$ cat src/rtl/scan_panel_pkg.sv
package scan_panel_pkg;

  // Panel bit positions (the neighbouring logic decodes these)
  localparam int EV_VOL_STEP = 0;
  localparam int EV_VOL_DIR  = 1;
  localparam int EV_NAV_STEP = 2;
  localparam int EV_NAV_DIR  = 3;
  localparam int EV_FAV      = 4;
  localparam int EV_MENU     = 5;
  localparam int EV_VOL_BTN  = 6;
  localparam int EV_NAV_BTN  = 7;

  // Key numbers (low seven bits of a code)
  localparam int KEY_UP    = 'h48;
  localparam int KEY_DOWN  = 'h50;
  localparam int KEY_LEFT  = 'h4B;
  localparam int KEY_RIGHT = 'h4D;
  localparam int KEY_FAV   = 'h21;
  localparam int KEY_MENU  = 'h32;
  localparam int KEY_VOLB  = 'h0F;
  localparam int KEY_NAVB  = 'h1C;
  localparam int KEY_PREFIX = 'hE0;

  typedef enum logic [1:0] {
    ACT_NONE    = 2'd0,
    ACT_PRESS   = 2'd1,
    ACT_RELEASE = 2'd2,
    ACT_PULSE   = 2'd3
  } panel_act_e;

endpackage

$ cat src/rtl/scan_decode.sv
module scan_decode
  import scan_panel_pkg::*;
#(
  parameter int CODE_W = 8,
  parameter int EVT_W  = 8
) (
  input  logic [CODE_W-1:0] code,
  input  logic              ext_armed,
  output logic              is_prefix,
  output logic              is_release,
  output logic [EVT_W-1:0]  evt_mask
);
  localparam int KEY_W = CODE_W - 1;

  logic [KEY_W-1:0] key;

  always_comb begin
    key        = code[KEY_W-1:0];
    is_release = code[CODE_W-1];
    is_prefix  = (code == CODE_W'(KEY_PREFIX));
    evt_mask   = '0;
    if (ext_armed) begin
      if (key == KEY_W'(KEY_UP)) begin
        evt_mask[EV_NAV_STEP] = 1'b1;
        evt_mask[EV_NAV_DIR]  = 1'b1;
      end else if (key == KEY_W'(KEY_DOWN)) begin
        evt_mask[EV_NAV_STEP] = 1'b1;
      end else if (key == KEY_W'(KEY_LEFT)) begin
        evt_mask[EV_VOL_STEP] = 1'b1;
        evt_mask[EV_VOL_DIR]  = 1'b1;
      end else if (key == KEY_W'(KEY_RIGHT)) begin
        evt_mask[EV_VOL_STEP] = 1'b1;
      end
    end else begin
      if (key == KEY_W'(KEY_FAV))       evt_mask[EV_FAV]     = 1'b1;
      else if (key == KEY_W'(KEY_MENU)) evt_mask[EV_MENU]    = 1'b1;
      else if (key == KEY_W'(KEY_VOLB)) evt_mask[EV_VOL_BTN] = 1'b1;
      else if (key == KEY_W'(KEY_NAVB)) evt_mask[EV_NAV_BTN] = 1'b1;
    end
  end
endmodule

$ cat src/rtl/scan_policy.sv
module scan_policy
  import scan_panel_pkg::*;
#(
  parameter int EVT_W = 8
) (
  input  logic             accept,
  input  logic             is_prefix,
  input  logic             is_release,
  input  logic             ext_armed,
  input  logic [EVT_W-1:0] evt_mask,
  input  logic [EVT_W-1:0] held_mask,
  output panel_act_e       act
);
  logic overlap;

  always_comb begin
    overlap = |(held_mask & evt_mask);
    act     = ACT_NONE;
    if (accept && !is_prefix && (evt_mask != '0)) begin
      if (is_release)     act = ACT_RELEASE;
      else if (!overlap)  act = ACT_PRESS;
      else if (ext_armed) act = ACT_PULSE;   // wheel repeat: re-pulse
      else                act = ACT_NONE;    // button repeat: suppressed
    end
  end
endmodule

$ cat src/rtl/panel_bit.sv
module panel_bit
  import scan_panel_pkg::*;
(
  input  logic       clk,
  input  logic       rst_n,
  input  logic       sel,
  input  panel_act_e act,
  input  logic       pulse_end,
  output logic       pin_n,
  output logic       held
);
  always_ff @(posedge clk or negedge rst_n) begin
    if (!rst_n) begin
      pin_n <= 1'b1;
      held  <= 1'b0;
    end else if (pulse_end) begin
      pin_n <= 1'b0;
    end else if (sel) begin
      unique case (act)
        ACT_PRESS:   begin pin_n <= 1'b0; held <= 1'b1; end
        ACT_RELEASE: begin pin_n <= 1'b1; held <= 1'b0; end
        ACT_PULSE:   begin pin_n <= 1'b1; held <= 1'b1; end
        default:     ;
      endcase
    end
  end
endmodule

$ cat src/rtl/scan_panel_xlate.sv
module scan_panel_xlate
  import scan_panel_pkg::*;
#(
  parameter int CODE_W = 8,
  parameter int EVT_W  = 8
) (
  input  logic              clk,
  input  logic              rst_n,
  input  logic              code_valid,
  output logic              code_ready,
  input  logic [CODE_W-1:0] code_data,
  output logic [EVT_W-1:0]  panel_n
);
  logic             ext_q;
  logic             pend_q;
  logic [EVT_W-1:0] pulse_mask_q;
  logic             accept;
  logic             dec_prefix;
  logic             dec_rel;
  logic [EVT_W-1:0] dec_mask;
  logic [EVT_W-1:0] held_mask;
  panel_act_e       act;

  assign code_ready = !pend_q;
  assign accept     = code_valid && code_ready;

  scan_decode #(.CODE_W(CODE_W), .EVT_W(EVT_W)) u_dec (
    .code       (code_data),
    .ext_armed  (ext_q),
    .is_prefix  (dec_prefix),
    .is_release (dec_rel),
    .evt_mask   (dec_mask)
  );

  scan_policy #(.EVT_W(EVT_W)) u_pol (
    .accept     (accept),
    .is_prefix  (dec_prefix),
    .is_release (dec_rel),
    .ext_armed  (ext_q),
    .evt_mask   (dec_mask),
    .held_mask  (held_mask),
    .act        (act)
  );

  always_ff @(posedge clk or negedge rst_n) begin
    if (!rst_n) begin
      ext_q        <= 1'b0;
      pend_q       <= 1'b0;
      pulse_mask_q <= '0;
    end else begin
      if (accept) ext_q <= dec_prefix;
      pend_q       <= (act == ACT_PULSE);
      pulse_mask_q <= (act == ACT_PULSE) ? dec_mask : '0;
    end
  end

  for (genvar i = 0; i < EVT_W; i++) begin : g_pin
    panel_bit u_bit (
      .clk       (clk),
      .rst_n     (rst_n),
      .sel       (dec_mask[i]),
      .act       (act),
      .pulse_end (pend_q && pulse_mask_q[i]),
      .pin_n     (panel_n[i]),
      .held      (held_mask[i])
    );
  end
endmodule

$ cat config.mk
export PLATFORM = sky130hd
export DESIGN_NAME = scan_panel_xlate
export DESIGN_NICKNAME = d
export VERILOG_FILES = /design/src/rtl/scan_panel_pkg.sv /design/src/rtl/scan_decode.sv /design/src/rtl/scan_policy.sv /design/src/rtl/panel_bit.sv /design/src/rtl/scan_panel_xlate.sv
export SDC_FILE = /design/constraint.sdc
export NUM_CORES = 1
export LEC_CHECK = 0
export BUFFER_PORTS_ARGS = -buffer_cell sky130_fd_sc_hd__buf_4
export CORE_MARGIN = 10
export CORE_UTILIZATION = 30
export DETAILED_ROUTE_END_ITERATION = 8
export GPL_TIMING_DRIVEN = 1
export HOLD_SLACK_MARGIN = 0.05
export REMOVE_ABC_BUFFERS = 1
export SLEW_MARGIN = 0
export SYNTH_ARGS = -nofsm -noshare
export SYNTH_HDL_FRONTEND = slang
export SYNTH_SLANG_ARGS = --single-unit
$ cat constraint.sdc
create_clock -name clk -period 1.7 [get_ports clk]
set_input_delay 0.085 -clock clk [delete_from_list [all_inputs] [get_ports clk]]
set_output_delay 0.085 -clock clk [all_outputs]
set_load 0.005 [all_outputs]
==> flow_summary.toml <==
[timing]
timing.final.hold_violations = 0
timing.max_slew.rel_slack = 0.6576
timing.setup.tns_ns = 0
grt_setup_unrepaired = "true"
finalSetupViolCount = 0
finalCritPeriodShare = 0.9384
skew_ns = 0.004949
slew_violations = 0
setup_slack_ns = 0.1048
fmaxAchievable_mhz = 626.9
worst_hold_slack_ns = 0.1527
period_minus_slack_ns = 1.595
worst_margin_slew_ns = 0.5137

[routing]
post_detailed_route_via_to_cell_ratio = 4.992
drt_first_pass_iters = 4
ant_nets = 0
wirelength_mm = 3.625
detailroute.via_count = 1193
first_iteration_detailed_routing_drc_count = 83
post_drt_wl_per_cell_um = 15.17
drcViolationCount = 0

[clocking]
cts_sinks = 26
clock-root-buffer = "clkbuf_8"
setup_buffers_after_cts = 0
cts_tree = "yes"
cts.clk_slew.worst_paths_ns = 0.09
htreeDepth = 1
cts_inserted_buffers = 3
ctsLongestPathBuffers = 2
worstSkewPairLatency_ns = 0.27

[final_layout]
layout.cells.most_common_list = "23 x buf_4, 18 x dfrtp_1, 12 x nor2_1"
seq_area_um2 = 660.6
final_common_cell = "buf_4"
layout.nets = 184
drive_above_1_share = 0.2674
synthToLayoutAreaGrowth_pct = 15.63
post-route-cell-area_um2 = 1759
n_antenna_cell = 0
layout.core_utilization = 0.3652
total_area_of_multi_input_combinational_cells_um2 = 762.0
non_filler_cells_final = 239
filler_cell_count = 505

[global_route]
vias_in_the_first_global_route = 1270
grt_pass1_wl_mm = 6.389
global_route.usage.total = 0.09162
grt_max_degree = 27
overflow_left_after_global_routing = 0
antenna_violations_before_repair = 0

[logic_synthesis]
post_synth_instance_area_um2 = 1521
synth.yosys.seq_area_share = 0.4342
synth.area.mux_share = 0
synthArstFlopShare = 1.000
synth_edf_count = 0
synth_warnings = 0
synth_top_family_by_area = "simple AND/OR/NAND/NOR gates"
synth_adder_area_share = 0
synth.avg_cell_area_um2 = 9.816
simple_gate_share_of_the_synthesized_area = 0.3133
postSynthCellCount = 155
synth_flop_cell = "dfrtp_1"
synth.ff_latch_count = 26
compound_gate_fraction_of_synth_area = 0.1620
synth_xor_xnor_area_share = 0.01151
yosysUniqueCellTypes = 51

[pwr]
power.net_switching_mw = 0.3010
worst_ir_drop_vdd_mv = 0.2257
share_seq_of_total_power = 0.536
cellLeakagePower_nw = 0.7178
totalPowerFinal_mw = 1.214
internal_power_mw = 0.9133
power.density_cell_area_nw_per_um2 = 690.3
p_clk_frac = 0.336
sw_frac_of_total = 0.2479
pwr-share-comb = 0.129

[place]
post-dp-hpwl_mm = 2.704
detailed_place.area_um2 = 1688
routabilityCongestion = 0.8234
number_of_placed_cells_counting_well_taps = 234
post-place-ws_ns = 0.1203
buffer_ports.inserted = 19

[worst_setup_path]
crit_path_start_kind = "flip-flop"
critical_path_peak_fanout = 6
critical_path.top_delay_family = "simple AND/OR/NAND/NOR gates"
cp_data_required_time_ns = 1.89
worstSetupPathType = "reg2reg"
cell_with_the_largest_stage_delay_on_the_worst_path = "or4_4"
cp.buffers_inverters = 0
critPathCaptureType = "flip-flop"
cp.arrival_ns = 1.79
critical_path.cell_chain = "or3b_4, or4_4, nand3_2, o31ai_1"
crit_path_max_incr_delay_ns = 0.50

[floorplanning]
die_area_um2 = 8320
starting_density = 0.3158
die-height_um = 91.22
io_pins = 20
rows = 25
coreArea_um2 = 4817
floorplan.die.width_um = 91.22

[outcome]
status = "finished, final reports clean"

[flow_run]
timing.max_cap.violations = 0

[hold_path]
holdCritPathClass = "in2reg"
## state kept, by name (all words and copies together) (netlist names)
name               cells
g_pin.u_bit.pin_n      8
g_pin.u_bit.held       8
pulse_mask_q           8
pend_q                 1
ext_q                  1
## final timing paths
| path | startpoint | end | slack [ns] | cells past startpoint |
|---|---|---|---|---|
| worst max-delay path | pend_q | g_pin[2].u_bit.pin_n | 0.10 | 4 |
| worst min-delay path | code_data[7] | ext_q | 0.15 | 3 |
| worst max register to register | pend_q | g_pin[2].u_bit.pin_n | 0.10 | 4 |
| worst min register to register | pulse_mask_q[7] | g_pin[7].u_bit.pin_n | 0.40 | 1 |
| max in group asynchronous | rst_n | g_pin[0].u_bit.pin_n | 1.17 | 2 |
| min in group asynchronous | rst_n | g_pin[6].u_bit.held | 0.23 | 2 |
## cell type report
class	count	area share
inverter	4	0.008535
multi-input combinational	114	0.4331
clock buffer	4	0.03129
tap	67	0.04765
timing repair buffer	24	0.1038
sequential	26	0.3755
## logic make-up after synthesis
| kind of cell | after synthesis |
|---|---|
| AO/OA/AOI/OAI | 37 |
| XOR/XNOR | 2 |
| buffers and inverters | 18 |
| flip-flops | 26 |
| other | 1 |
| AND/OR/NAND/NOR | 71 |
## per-layer routing
| layer | track usage | vias up | wire length, um | share of wire |
|---|---|---|---|---|
| met5 | 0 | - | 0 | 0 |
| met4 | 0.04047 | 0 | 61 | 0.017 |
| met3 | 0.01481 | 6 | 132 | 0.036 |
| met2 | 0.1498 | 27 | 1778 | 0.49 |
| met1 | 0.1157 | 560 | 1652 | 0.46 |
| li1 | - | 600 | - | - |
## power groups by stage
stage	sequential (mW)	combinational (mW)	clock, mW
after floorplan	0.660	0.0685	0
after global placement	0.662	0.153	0
after detailed placement	0.662	0.154	0
after CTS	0.650	0.156	0.414
after global routing	0.653	0.178	0.441
final	0.650	0.156	0.408
## worst register-to-register path, cell delays in order (launching register included)
cell and delay, ns:
dfrtp_1 0.44, or3b_4 0.43, or4_4 0.50, nand3_2 0.08, o31ai_1 0.06
## cells in the mapped netlist (all sizes together) (2+ instances only)
master / instances / area (um2)
a21oi: 5 / 25.02
a221oi: 2 / 23.77
a31oi: 3 / 18.77
a41oi: 2 / 17.52
and3b: 3 / 26.28
and4: 3 / 26.28
and4b: 2 / 20.02
buf: 13 / 97.59
dfrtp: 18 / 450.4
dfstp: 8 / 210.2
inv: 4 / 15.01
nand2: 10 / 37.54
nand2b: 3 / 18.77
nand3: 10 / 55.05
nand4: 3 / 18.77
nand4b: 3 / 26.28
nor2: 13 / 51.30
nor2b: 3 / 18.77
nor3: 2 / 10.01
nor3b: 3 / 37.54
nor4b: 2 / 30.03
nor4bb: 2 / 20.02
o211ai: 2 / 15.01
o21a: 3 / 22.52
o21ai: 11 / 55.05
o22ai: 2 / 12.51
o31ai: 2 / 15.01
or4: 2 / 18.77
## timing repair
item                       CTS  global route
hold endpoints to repair    26             0
setup endpoints to repair    0             2
gates resized for setup      0             1
hold buffers                 1             0
Note: power is estimated with default switching activity, not from simulation.
